[src/rtl/i2c_regfile_slave.sv]
module i2c_regfile_slave #(
  parameter logic [6:0] DEV_ADDR = 7'b1010001,
  parameter int         NREGS    = 11,
  parameter logic [7:0] RST_CMD  = 8'h58
) (
  input  logic       clk,
  input  logic       rst_n,
  input  logic       scl_i,
  input  logic       sda_i,
  output logic       sda_oe,
  output logic       busy,
  output logic [3:0] reg_addr,
  output logic       reg_wr,
  output logic [7:0] reg_wdata,
  output logic       reg_rd,
  input  logic [7:0] rd_data,
  output logic       sw_reset
);
  localparam int         PW   = 4;
  localparam logic [PW-1:0] LAST = PW'(NREGS - 1);

  typedef enum logic [2:0] {S_IDLE, S_ADDR, S_AACK, S_WDAT, S_WACK, S_RDAT, S_RACK, S_SKIP} st_t;

  st_t           st;
  logic [1:0]    scl_s, sda_s;
  logic          scl_q, sda_q;
  logic [7:0]    sh;
  logic [3:0]    cnt;
  logic [PW-1:0] ptr;
  logic          rw, first, nack;

  always_ff @(posedge clk or negedge rst_n)
    if (!rst_n) begin
      scl_s <= 2'b11; sda_s <= 2'b11; scl_q <= 1'b1; sda_q <= 1'b1;
    end else begin
      scl_s <= {scl_s[0], scl_i};
      sda_s <= {sda_s[0], sda_i};
      scl_q <= scl_s[1];
      sda_q <= sda_s[1];
    end

  wire scl_r     = scl_s[1] & ~scl_q;
  wire scl_f     = ~scl_s[1] & scl_q;
  wire start_evt = scl_s[1] & scl_q & sda_q & ~sda_s[1];
  wire stop_evt  = scl_s[1] & scl_q & ~sda_q & sda_s[1];

  function automatic logic [PW-1:0] step(input logic [PW-1:0] p);
    return (p == LAST) ? '0 : p + 1'b1;
  endfunction

  wire is_cmd  = (ptr == '0) && (sh == RST_CMD);
  wire wr_fire = scl_f && (st == S_WDAT) && (cnt == 4'd8) && !first;
  wire rd_fire = scl_f && rw && ((st == S_AACK) || (st == S_RACK && !nack));

  assign reg_wr    = wr_fire && !is_cmd;
  assign sw_reset  = wr_fire && is_cmd;
  assign reg_rd    = rd_fire;
  assign reg_wdata = sh;
  assign reg_addr  = ptr;

  always_ff @(posedge clk or negedge rst_n)
    if (!rst_n) begin
      st <= S_IDLE; sh <= '0; cnt <= '0; ptr <= '0;
      rw <= 1'b0; first <= 1'b0; nack <= 1'b0; busy <= 1'b0; sda_oe <= 1'b0;
    end else if (start_evt) begin
      st <= S_ADDR; cnt <= '0; busy <= 1'b1; sda_oe <= 1'b0; first <= 1'b1;
    end else if (stop_evt) begin
      st <= S_IDLE; busy <= 1'b0; sda_oe <= 1'b0;
    end else if (rd_fire) begin
      sh <= rd_data; sda_oe <= ~rd_data[7]; cnt <= '0; st <= S_RDAT;
    end else begin
      case (st)
        S_ADDR:
          if (scl_r) begin
            sh <= {sh[6:0], sda_s[1]}; cnt <= cnt + 1'b1;
          end else if (scl_f && cnt == 4'd8) begin
            if (sh[7:1] == DEV_ADDR) begin
              rw <= sh[0]; sda_oe <= 1'b1; st <= S_AACK;
            end else begin
              st <= S_SKIP; busy <= 1'b0;
            end
          end
        S_AACK:
          if (scl_f) begin
            sda_oe <= 1'b0; cnt <= '0; st <= S_WDAT;
          end
        S_WDAT:
          if (scl_r) begin
            sh <= {sh[6:0], sda_s[1]}; cnt <= cnt + 1'b1;
          end else if (scl_f && cnt == 4'd8) begin
            sda_oe <= 1'b1; st <= S_WACK; first <= 1'b0;
            if (first)       ptr <= (sh[PW-1:0] > LAST) ? '0 : sh[PW-1:0];
            else if (is_cmd) ptr <= '0;
            else             ptr <= step(ptr);
          end
        S_WACK:
          if (scl_f) begin
            sda_oe <= 1'b0; cnt <= '0; st <= S_WDAT;
          end
        S_RDAT:
          if (scl_f) begin
            if (cnt == 4'd7) begin
              sda_oe <= 1'b0; ptr <= step(ptr); st <= S_RACK;
            end else begin
              sh <= {sh[6:0], 1'b0}; sda_oe <= ~sh[6]; cnt <= cnt + 1'b1;
            end
          end
        S_RACK:
          if (scl_r) nack <= sda_s[1];
          else if (scl_f) st <= S_SKIP;
        default: ;
      endcase
    end

  a_r8_busy_on_start: assert property (@(posedge clk) disable iff (!rst_n)
    start_evt |=> busy);
  a_r8_idle_after_stop: assert property (@(posedge clk) disable iff (!rst_n)
    stop_evt |=> (!busy && !sda_oe));
  a_r4_wrap_to_zero: assert property (@(posedge clk) disable iff (!rst_n)
    (reg_wr && reg_addr == LAST) |=> (reg_addr == '0));
  a_r5_cmd_ptr_home: assert property (@(posedge clk) disable iff (!rst_n)
    sw_reset |=> (reg_addr == '0));
  a_r3_strobes_in_txn: assert property (@(posedge clk) disable iff (!rst_n)
    (reg_wr || reg_rd || sw_reset) |-> busy);
  a_r1_drive_only_busy: assert property (@(posedge clk) disable iff (!rst_n)
    sda_oe |-> busy);
  a_r2_ptr_in_range: assert property (@(posedge clk) disable iff (!rst_n)
    reg_addr <= LAST);
endmodule

[config.mk]
export PLATFORM = sky130hd
export DESIGN_NAME = i2c_regfile_slave
export DESIGN_NICKNAME = d
export VERILOG_FILES = /design/src/rtl/i2c_regfile_slave.sv
export SDC_FILE = /design/constraint.sdc
export NUM_CORES = 1
export LEC_CHECK = 0
export BUFFER_PORTS_ARGS = -buffer_cell sky130_fd_sc_hd__buf_2
export CORE_ASPECT_RATIO = 1.2
export CORE_MARGIN = 2
export CORE_UTILIZATION = 45
export DETAILED_ROUTE_END_ITERATION = 8
export GPL_ROUTABILITY_DRIVEN = 1
export PLACE_DENSITY = 0.66
export SYNTH_ARGS = -nofsm -noshare
export SYNTH_HDL_FRONTEND = slang
export SYNTH_SLANG_ARGS = --single-unit
[constraint.sdc]
create_clock -name clk -period 2.19 [get_ports clk]
set_clock_uncertainty 0.1 [all_clocks]
set_input_delay 0.219 -clock clk [delete_from_list [all_inputs] [get_ports clk]]
set_output_delay 0.219 -clock clk [all_outputs]
set_load 0.01 [all_outputs]
Yosys cells after proc, flatten, opt, wreduce, memory -nomap -nowiden
Index checks and enable logic that the tools add are counted.
Word-level totals
  flip-flop bits (word level): 30
  bits of input ports: 12
  output and inout port bits: 17
  word-level logic and storage cells: 167
Cells by class
  add/sub/neg operators: 2
  magnitude comparators: 1
  eq/ne operators: 38
  muxes and demuxes: 61
  bitwise operators: 17
  reductions and logical operators: 35
Operators by type and width (count)
  $mux W4: 15
  $ne A5 B5 Y1 const B: 8
  $mux W3: 13
  $mux W8: 4
  $mux W1: 24
  $pmux W8 S2: 1
  $reduce_and A8 Y1: 2
  $pmux W3 S5: 1
  $reduce_and A5 Y1: 3
  $pmux W4 S3: 1
  $reduce_and A6 Y1: 2
  $logic_and A1 B1 Y1: 10
  $not A1 Y1: 10
  $reduce_and A10 Y1: 1
  $eq A3 B3 Y1 const B: 3
  $ne A3 B1 Y1 const B: 3
  $ne A3 B3 Y1 const B: 3
  $reduce_bool A3 Y1: 3
  $add A4 B1 Y4 const B: 2
  $eq A4 B4 Y1 const B: 2
  $eq A8 B7 Y1 const B: 1
  $ne A2 B2 Y1 const B: 4
  $ne A4 B1 Y1 const B: 2
  $ne A4 B4 Y1 const B: 2
  other kinds (20): 34

Logic depth before layout (Yosys ltp)
Gate-level depths: netlist of run 1.
  depth in word-level cells: 9
  depth in mapped cells: 7
  gate-level depth less buffers: 7

Worst setup path after synthesis of run 1
OpenSTA, ideal clock, no wires.
  path kind: register to register
  start: reg cnt[0]
  end: reg rw
  arrival time: 1796 ps
  data required time: 1965 ps
  slack: 170 ps
  stages on the path, launching flop included: 8
  buffers on the path: 0
  period minus slack after synthesis: 2020 ps
  cells stage by stage: dfrtp_1 -> inv_1 -> ha_1 -> and4bb_2 -> nand2_1 -> or4_1 -> nor3_1 -> mux2_2
On the way
  word-level cells in the longest chain between the ends: 3
RTL lines
  start: declaration: line 28  | logic [3:0] cnt;
  start signal: assignment: line 75  | sh <= {sh[6:0], sda_s[1]}; cnt <= cnt + 1'b1;
  start signal: assignment: line 89  | sh <= {sh[6:0], sda_s[1]}; cnt <= cnt + 1'b1;
  start signal: assignment: line 105  | sh <= {sh[6:0], 1'b0}; sda_oe <= ~sh[6]; cnt <= cnt + 1'b1;
  $eq A4 B4 Y1: line 76  | end else if (scl_f && cnt == 4'd8) begin
  $logic_and A1 B1 Y1: line 76
  $reduce_and A7 Y1 (no line)
  end signal: assignment: line 64  | rw <= 1'b0; first <= 1'b0; nack <= 1'b0; busy <= 1'b0; sda_oe <= 1'b0;
  end signal: assignment: line 78  | rw <= sh[0]; sda_oe <= 1'b1; st <= S_AACK;
  end: declaration: line 30  | logic rw, first, nack;
No other way between the ends.
A chain may end at the register's enable or synchronous reset.

Worst setup path after layout of run 1
  start: reg cnt[0]
  end: out sw_reset
On the way
  word-level cells in the longest chain between the ends: 4
RTL lines
  $eq A4 B4 Y1: line 52  | wire wr_fire = scl_f && (st == S_WDAT) && (cnt == 4'd8) && !first;
  $logic_and A1 B1 Y1 (2 in a row): line 52
  $logic_and A1 B1 Y1: line 56  | assign sw_reset = wr_fire && is_cmd;
  end: declaration: line 17  | output logic sw_reset
No other way between the ends.

==> impl_metrics.csv, run 1 <==
group,metric,value,unit
die,core.rowCount,25,
worst_setup_path,path_buf_inv,2,
cells_and_area,fill_cells,363,
synthesis,yosysWarnings,0,
drt,drtIter0Drc,149,
worst_setup_path,critPathTopFamily,"simple AND/OR/NAND/NOR gates",
worst_setup_path,start_kind,"flip-flop",
die,die_y,75.3,um
synthesis,synth_edf_count,0,
sta,fin_crit_sh,105,%
worst_setup_path,critPathKind,"flip-flop to output port",
synthesis,yosysTopAreaCell,"dfrtp_1",
drt,routedWlPerCell,15.6,um
global_route,grt_usage,21.5,%
clock_network,clk_pin_slew_worst_paths,0.06,ns
synthesis,netlist_area,1910,um2
placed_design,dp_hpwl,3360,um
synthesis,yosys-top-cells-count,"24 x dfrtp_1, 19 x mux2_2, 14 x nand2_1",
clock_network,numCtsBuffers,5,
synthesis,synth_cells,193,
worst_setup_path,critPathMaxStageDelay,0.39,ns
drt,wirelength,4750,um
placed_design,numPortBuffers,28,
synthesis,yosysSeqAreaShare,39.7,%
clock_network,htreeDepth,2,
sta,fin_crit,2.29,ns
power_and_ir_drop,p_per_area,1160,nW/um2
synthesis,synth_ff_type,"dfrtp_1",
sta,fin_ws,-0.103,ns
sta,max-slew-margin-rel,54.8,%
global_route,antenna_found_initial,0,
sta,rsz0062_at_grt,"yes",
clock_network,clockBufferDepth,2,
sta,hold_viol,0,
placed_design,finalWeightedCongestion,0.882,
global_route,grt_pass1_vias,1697,
drt,first_pass_iters,4,
sta,hold_ws,0.195,ns
clock_network,cts.sinks,30,
worst_setup_path,cp-end-kind,"output port",
cells_and_area,drive_gt1_share,43.2,%
sta,setup_viol,2,
power_and_ir_drop,ir_drop,700,uV
hold_path,hold_depth,3,
drt,drc,0,
cells_and_area,fin_nets,264,
hold_path,min_path_type,"primary input to flip-flop",
cells_and_area,areaGrowthSynthToFinish,28.1,%
drt,ant_nets,0,
worst_setup_path,crit_arrival,1.97,ns
die,io_pins,29,
worst_setup_path,r2r_end,"rw",
synthesis,synth-seq-cells,30,
synthesis,synth_area_leaders,"dfrtp_1 31%, mux2_2 11%, dfstp_2 8.3%",
die,start_util,47.7,%
hold_path,holdPathEnd,"reg_wdata[1]",
worst_setup_path,critPathMaxFanout,2,
clock_network,cts_tree,"yes",
placed_design,placed_cells,285,
die,dieArea,4780,um2
clock_network,clockRootBuffer,"clkbuf_8",
status,failed_checks,"setup timing",
worst_setup_path,r2r_start,"cnt[0]",
worst_setup_path,ff2ff_setup_slack,0.05,ns
sta,slew_viol_final,0,
drt,via_count,1767,
synthesis,syn_avg_cell_area,9.89,um2
power_and_ir_drop,p_leak,1.11,nW
worst_setup_path,slowest_stage,"dfrtp_1",
synthesis,synth_nets,207,
synthesis,async_flop_share,100,%
die,core,4000,um2
synthesis,yosys.area.top_type_share,31.5,%
global_route,grt_pass1_wl,7850,um
worst_setup_path,worstPathCellList,"inv_2 -> ha_4 -> and4bb_2 -> nand2_2 -> or3_4 -> or2_4 -> nor2b_1 -> buf_2",
drt,viasPerCell,5.81,
flow_run,maxCapViolations,0,
synthesis,synth.distinct_cells,56,
global_route,overflow,0,
sta,worstMarginPinSlew,0.679,ns
worst_setup_path,rr_worst_depth,8,
sta,max_freq,0.436,GHz
synthesis,synth.most_common_cell,"dfrtp_1",
cells_and_area,final_cells,304,
global_route,grt_max_degree,31,
die,dieWidth,63.4,um
status,outcome,"complete, but fails checks",
worst_setup_path,cp.required,1.87,ns
clock_network,clock_latency,0.28,ns
cells_and_area,diodes,0,
hold_path,hp-start,"rd_data[1]",
==> routing by layer <==
metal / vias to the layer above / share of wire (%) / global-route usage [%]
li1: 846 / - / -
met1: 853 / 41 / 24.6
met2: 54 / 52 / 38.2
met3: 14 / 4.7 / 5.47
met4: 0 / 2.6 / 10.1
met5: - / 0 / 0
==> state kept, by name, indices dropped and copies added, names as in the netlist <==
name,flops
busy,1
cnt,4
first,1
nack,1
reg_addr,4
reg_wdata,8
rw,1
scl_q,1
scl_s,2
sda_oe,1
sda_q,1
sda_s,2
st,3
==> kinds of logic after synthesis <==
kind of cell,count (synthesis),synth area share (%)
multiplexers,21,12.3
AO/OA/AOI/OAI,44,16.1
adder cells (fa/ha/maj),2,1.31
XOR/XNOR,2,0.918
flip-flops,30,39.7
AND/OR/NAND/NOR,79,26.2
buffers and inverters,15,3.48
==> stage by stage <==
stage	setup TNS (ns)	power (W)	setup WS, ns	utilization [%]	instance area (um2)
3_3_place_gp	0	0.00228	0.0752	55.1	2210
5_1_grt	-0.424	0.00306	-0.191	61.0	2440
4_1_cts	-0.242	0.00280	-0.131	59.4	2380
6_report	-0.181	0.00283	-0.103	61.0	2440
3_5_place_dp	0	0.00230	0.0551	55.1	2210
2_1_floorplan	0	0.00186	0.170	-	1910
==> power by group <==
group | total, W | internal, W | leakage (nW) | switching (W)
combinational | 0.00143 | 0.000742 | 0.714 | 0.000691
clock | 0.000444 | 0.000249 | 0.0443 | 0.000195
sequential | 0.000957 | 0.000731 | 0.348 | 0.000226
==> repair_timing <==
action                     in CTS  in global routing
hold endpoints to repair       26                  0
hold buffers                    3                  0
pin swaps                       2                  5
setup buffers                   6                  3
setup endpoints to repair       2                 18
gates resized for setup         4                 13
==> layout by cell type (no fill, tap or decap), drive strengths merged, types with 3 or more instances in the layout <==
cell | synthesis | final
buf | 6 | 54
dfrtp | 24 | 24
mux2 | 19 | 19
nand2 | 14 | 14
o21ai | 12 | 12
nand3 | 10 | 10
nor2 | 10 | 10
inv | 8 | 8
clkbuf | 1 | 7
dfstp | 6 | 6
nand4b | 6 | 6
a21oi | 6 | 6
and3 | 4 | 4
a31oi | 4 | 4
nor2b | 4 | 4
or2 | 4 | 4
o211ai | 3 | 3
dlygate4sd3 | 0 | 3
nor4b | 3 | 3
nor3 | 3 | 3
==> cell type report <==
cell class	instances	area, um2	area share, %
Sequential cell	30	758	31.0
Tap cell	54	67.6	2.76
Inverter	8	30.0	1.23
Clock buffer	7	86.3	3.53
Multi-Input combinational cell	148	1130	46.2
Timing Repair Buffer	57	373	15.3
==> worst register-to-register path, cell delays in order (launching register included) <==
cell	delay [ns]
dfrtp_1	0.39
inv_2	0.07
ha_4	0.11
and4bb_2	0.24
nand2_2	0.07
buf_4	0.15
or4_4	0.42
nor3_2	0.13
mux2_2	0.34
==> worst max-delay path by stage <==
| stage | to | startpoint | depth (start not counted) | slack (ns) |
|---|---|---|---|---|
| final | sw_reset | cnt[0] | 8 | -0.10 |
| after global routing | sw_reset | cnt[1] | 8 | -0.19 |
| after CTS | sw_reset | cnt[1] | 8 | -0.13 |
| after detailed placement | rw | cnt[0] | 7 | 0.06 |
| after global placement | sw_reset | cnt[0] | 8 | 0.08 |
| after floorplan | rw | cnt[0] | 7 | 0.17 |
Note: power is estimated with default switching activity, not from simulation.
==> inputs of run 2 (changes only) <==
CORE_UTILIZATION = 56   (was 45)
PLACE_DENSITY = 0.79   (was 0.66)
==> run 2 against run 1 <==
The run still ends with setup timing left. Die area down 19%. Total power up 4.5%. Sequential cell count unchanged. Final cell count down 5.6%. Via count up 5.6%. Clock-buffer cell count up 1. Core utilization up 13 points. Sequential power up 4%. Design area up 0.15%. Critical path type unchanged.
==> impl_metrics.csv, run 2 (synthesis results as in run 1) <==
group,metric,value,unit
status,outcome,"complete, but fails checks",
status,failed_checks,"setup timing",
drt,ant_nets,0,
global_route,grt_pass1_wl,8090,um
power_and_ir_drop,p_int,0.00178,W
sta,rsz0062_at_grt,"yes",
sta,hold_viol,0,
cells_and_area,fin_nets,263,
drt,drtIter0Drc,208,
clock_network,htreeDepth,2,
die,core,3310,um2
placed_design,dp_hpwl,3590,um
die,start_util,57.7,%
global_route,antenna_found_initial,0,
cells_and_area,areaGrowthSynthToFinish,28.3,%
flow_run,maxCapViolations,0,
drt,drc,0,
cells_and_area,drive_gt1_share,43.2,%
global_route,grt_max_degree,31,
power_and_ir_drop,p_leak,1.12,nW
sta,max_freq,0.428,GHz
global_route,grt_usage,27.6,%
power_and_ir_drop,pwr-share-seq,33.8,%
clock_network,clockBufferDepth,2,
drt,wirelength,5090,um
drt,viasPerCell,6.50,
clock_network,clk_pin_slew_worst_paths,0.06,ns
worst_setup_path,cp-end-kind,"output port",
hold_path,min_path_type,"primary input to flip-flop",
power_and_ir_drop,p_switching,0.00118,W
clock_network,numCtsBuffers,5,
die,die_y,67.9,um
sta,fin_crit,2.33,ns
clock_network,cts_tree,"yes",
power_and_ir_drop,p_per_area,1210,nW/um2
drt,routedWlPerCell,17.7,um
sta,worstMarginPinSlew,0.656,ns
global_route,grt_pass1_vias,1783,
global_route,overflow,0,
drt,via_count,1866,
drt,first_pass_iters,5,
sta,slew_viol_final,0,
placed_design,finalWeightedCongestion,0.967,
die,core.rowCount,23,
worst_setup_path,critPathKind,"flip-flop to output port",
clock_network,clockRootBuffer,"clkbuf_8",
sta,setup_viol,2,
worst_setup_path,critPathMaxFanout,2,
worst_setup_path,crit_arrival,2.02,ns
die,dieArea,3890,um2
worst_setup_path,start_kind,"flip-flop",
cells_and_area,diodes,0,
sta,hold_ws,0.181,ns
power_and_ir_drop,clkPwrFrac,17.7,%
placed_design,numPortBuffers,28,
power_and_ir_drop,p_sw_share,39.8,%
sta,fin_ws,-0.144,ns
worst_setup_path,cp.required,1.87,ns
power_and_ir_drop,p_comb_share,48.4,%
cells_and_area,final_cell_mix,"28 x buf_2, 23 x dfrtp_1, 22 x buf_4, 18 x mux2_2, 13 x nand2_1",
die,dieWidth,57.3,um
clock_network,clock_latency,0.29,ns
sta,fin_crit_sh,107,%
cells_and_area,largest_reg_flops,8,
die,io_pins,29,
power_and_ir_drop,ir_drop,823,uV
clock_network,cts.sinks,30,
cells_and_area,layout_commonest_cell,"buf_2",
power_and_ir_drop,total_power,0.00296,W
sta,max-slew-margin-rel,56.3,%
-- run 2: cell count changes in the layout (fill, tap and decap cells not counted), sizes merged --
cell	previous run	this run
buf	54	53
clkbuf	7	8
-- run 2: metrics by stage --
step                setup TNS [ns]  worst slack, ns  instances  utilization, %  cell area, um2
finish                      -0.259           -0.144        287            74.0            2450
global route                -0.575           -0.231        287            74.0            2450
CTS                         -0.315           -0.174        282            71.2            2360
detailed placement               0           0.0373        265            65.4            2160
global placement                 0           0.0962        265            65.4            2160
floorplan                        0            0.170        193               -            1910
-- run 2: path summary, 6_finish.rpt --
check	startpoint	to	slack, ns	cells past startpoint
max in group asynchronous	rst_n	st[0]	1.13	2
max reg2reg	cnt[0]	rw	0.03	8
min in group asynchronous	rst_n	reg_addr[0]	0.39	2
min reg2reg	sda_s[0]	sda_s[1]	0.26	0
max	cnt[0]	sw_reset	-0.14	8
min	rd_data[1]	reg_wdata[1]	0.18	3
-- run 2: worst max-delay path, stage by stage (launching register included) --
cell      delay, ns
dfrtp_1        0.40
inv_1          0.07
ha_1           0.13
and4bb_2       0.24
nand2_2        0.06
or3_4          0.34
or2_4          0.24
nor2b_1        0.11
buf_2          0.14
-- run 2: power by group through the flow --
stage	clock network, W	logic (W)	registers [W]
CTS	0.000535	0.00135	0.000982
global route	0.000559	0.00158	0.00104
global placement	0	0.00123	0.000984
finish	0.000525	0.00143	0.00100
floorplan	0	0.000904	0.000955
detailed placement	0	0.00129	0.00100
-- run 2: repair_timing --
item / 4_1_cts / 5_1_grt
pin swaps: 2 / 5
endpoints found under the setup margin: 2 / 18
resized for setup: 4 / 15
hold buffers: 3 / 0
endpoints found under the hold margin: 26 / 0
setup buffers: 6 / 5
-- run 2: final cells by class --
cell class / instances / area [um2]
multi-input combinational: 148 / 1130
inverter: 8 / 30.0
fill: 224 / 862
sequential: 30 / 759
tap: 37 / 46.3
clock buffer: 8 / 110
timing repair buffer: 56 / 369
-- run 2: per-layer routing --
layer	global-route usage (%)	vias up	wire length [um]
met5	0	-	0
met4	17.7	0	181
met3	6.81	18	306
met2	50.6	115	2750
met1	28.0	891	1860
li1	-	842	-
==> inputs of run 3 (changes only) <==
--- a/config.mk
+++ b/config.mk
@@ -10,6 +10,6 @@
 export CORE_MARGIN = 2
-export CORE_UTILIZATION = 56
+export CORE_UTILIZATION = 45
 export DETAILED_ROUTE_END_ITERATION = 8
 export GPL_ROUTABILITY_DRIVEN = 1
-export PLACE_DENSITY = 0.79
+export PLACE_DENSITY = 0.66
 export SYNTH_ARGS = -nofsm -noshare
--- a/constraint.sdc
+++ b/constraint.sdc
@@ -4,2 +4,2 @@
 set_output_delay 0.219 -clock clk [all_outputs]
-set_load 0.01 [all_outputs]
+set_load 0.02 [all_outputs]
==> run 3 against run 2 <==
The flow still finishes with violations (setup timing). Sequential cell count unchanged. Setup slack improved by 0.031 ns. Fmax increased by 1.3%. Wire length decreased by 7.3%. Design area increased by 2.4%. First-iteration DRC count decreased by 43%. Sequential share of layout area decreased by 0.78 points. Sequential power about the same. Worst hold slack improved by 0.012 ns. Via count decreased by 4.8%. Clock power increased by 4.0%. Clock-buffer cell count decreased by 3. Largest power group unchanged.
==> impl_metrics.csv, run 3 (synthesis results as in run 1) <==
group,metric,value,unit
status,outcome,"complete, but fails checks",
status,failed_checks,"setup timing",
drt,drc,0,
global_route,antenna_found_initial,0,
sta,max-slew-margin-rel,55.6,%
drt,first_pass_iters,4,
cells_and_area,drive_gt1_share,44.3,%
drt,wirelength,4720,um
global_route,overflow,0,
die,dieArea,4780,um2
worst_setup_path,crit_arrival,1.98,ns
sta,max_freq,0.434,GHz
worst_setup_path,critPathMaxFanout,2,
cells_and_area,fin_nets,268,
power_and_ir_drop,p_sw_share,39.8,%
power_and_ir_drop,p_switching,0.00122,W
sta,worstMarginPinSlew,0.667,ns
cells_and_area,largest_reg_flops,8,
drt,ant_nets,0,
clock_network,numCtsBuffers,5,
cells_and_area,layout_commonest_cell,"buf_4",
die,core.rowCount,25,
die,start_util,47.7,%
flow_run,maxCapViolations,0,
sta,rsz0062_at_grt,"yes",
worst_setup_path,cp.required,1.87,ns
clock_network,clockBufferDepth,2,
sta,hold_ws,0.193,ns
die,io_pins,29,
global_route,grt_max_degree,31,
die,dieWidth,63.4,um
power_and_ir_drop,ir_drop,773,uV
die,die_y,75.3,um
cells_and_area,final_cell_mix,"31 x buf_4, 26 x buf_2, 24 x dfrtp_1, 18 x mux2_2, 13 x nand2_1",
clock_network,clockRootBuffer,"clkbuf_8",
cells_and_area,diodes,0,
global_route,grt_usage,21.4,%
sta,slew_viol_final,0,
power_and_ir_drop,pwr-share-seq,31.7,%
clock_network,clk_pin_slew_worst_paths,0.06,ns
power_and_ir_drop,total_power,0.00306,W
worst_setup_path,critPathKind,"flip-flop to output port",
sta,fin_ws,-0.113,ns
power_and_ir_drop,clkPwrFrac,17.9,%
clock_network,htreeDepth,2,
placed_design,finalWeightedCongestion,0.872,
clock_network,cts_tree,"yes",
drt,routedWlPerCell,15.3,um
sta,hold_viol,0,
clock_network,clock_latency,0.28,ns
drt,via_count,1777,
power_and_ir_drop,p_leak,1.14,nW
die,core,4000,um2
placed_design,dp_hpwl,3300,um
worst_setup_path,cp-end-kind,"output port",
power_and_ir_drop,p_comb_share,50.4,%
placed_design,numPortBuffers,28,
cells_and_area,areaGrowthSynthToFinish,31.3,%
drt,drtIter0Drc,118,
global_route,grt_pass1_wl,7670,um
worst_setup_path,start_kind,"flip-flop",
sta,setup_viol,2,
power_and_ir_drop,p_int,0.00184,W
sta,fin_crit,2.30,ns
hold_path,min_path_type,"primary input to flip-flop",
clock_network,cts.sinks,30,
drt,viasPerCell,5.75,
power_and_ir_drop,p_per_area,1220,nW/um2
sta,fin_crit_sh,105,%
global_route,grt_pass1_vias,1603,
run 3: power groups by stage:
stage | registers (W) | logic (W) | clock network (W)
CTS | 0.000967 | 0.00150 | 0.000567
detailed placement | 0.000976 | 0.00145 | 0
global placement | 0.000976 | 0.00144 | 0
global route | 0.00101 | 0.00169 | 0.000588
floorplan | 0.00103 | 0.000904 | 0
finish | 0.000970 | 0.00154 | 0.000546
run 3: final cells by class:
class | instances | area [um2]
tap | 54 | 67.6
multi-input combinational | 148 | 1140
clock buffer | 5 | 68.8
clock inverter | 3 | 40.0
inverter | 8 | 30.0
fill | 375 | 1500
timing repair buffer | 61 | 404
sequential | 30 | 758
run 3: critical path, cell delays in order (launching register included):
cell	delay [ns]
dfrtp_1	0.39
inv_2	0.06
ha_1	0.12
and4bb_2	0.24
nand2_2	0.07
or3_4	0.34
or2_4	0.24
nor2b_1	0.10
buf_4	0.14
run 3: repair_timing:
action,CTS,global route
buffers inserted,5,4
endpoints found under the hold margin,26,0
pin swaps,2,4
setup endpoints to repair,3,17
hold buffers,3,0
gates resized for setup,8,11
run 3: per-layer routing:
layer | track usage (%) | up-vias | wire, um
met1 | 24.8 | 861 | 1920
met5 | 0 | - | 0
li1 | - | 853 | -
met4 | 10.4 | 0 | 112
met2 | 38.2 | 55 | 2480
met3 | 4.58 | 8 | 199
run 3: final timing paths:
check	cells past startpoint	slack, ns	start	endpoint
max	8	-0.11	cnt[1]	sw_reset
min	3	0.19	rd_data[1]	reg_wdata[1]
max reg2reg	8	0.05	cnt[1]	rw
min reg2reg	0	0.26	sda_s[0]	sda_s[1]
max in group asynchronous	2	1.14	rst_n	cnt[1]
min in group asynchronous	2	0.41	rst_n	busy
run 3: through the flow:
stage / area (um2) / setup WS [ns] / std cells / utilization (%) / setup TNS [ns]
6_report: 2510 / -0.113 / 309 / 62.6 / -0.206
3_5_place_dp: 2240 / -0.0442 / 289 / 55.9 / -0.0442
3_3_place_gp: 2240 / -0.0318 / 289 / 55.9 / -0.0318
4_1_cts: 2440 / -0.173 / 305 / 60.9 / -0.668
5_1_grt: 2510 / -0.237 / 309 / 62.6 / -0.514
2_1_floorplan: 1910 / 0.0563 / 193 / - / 0
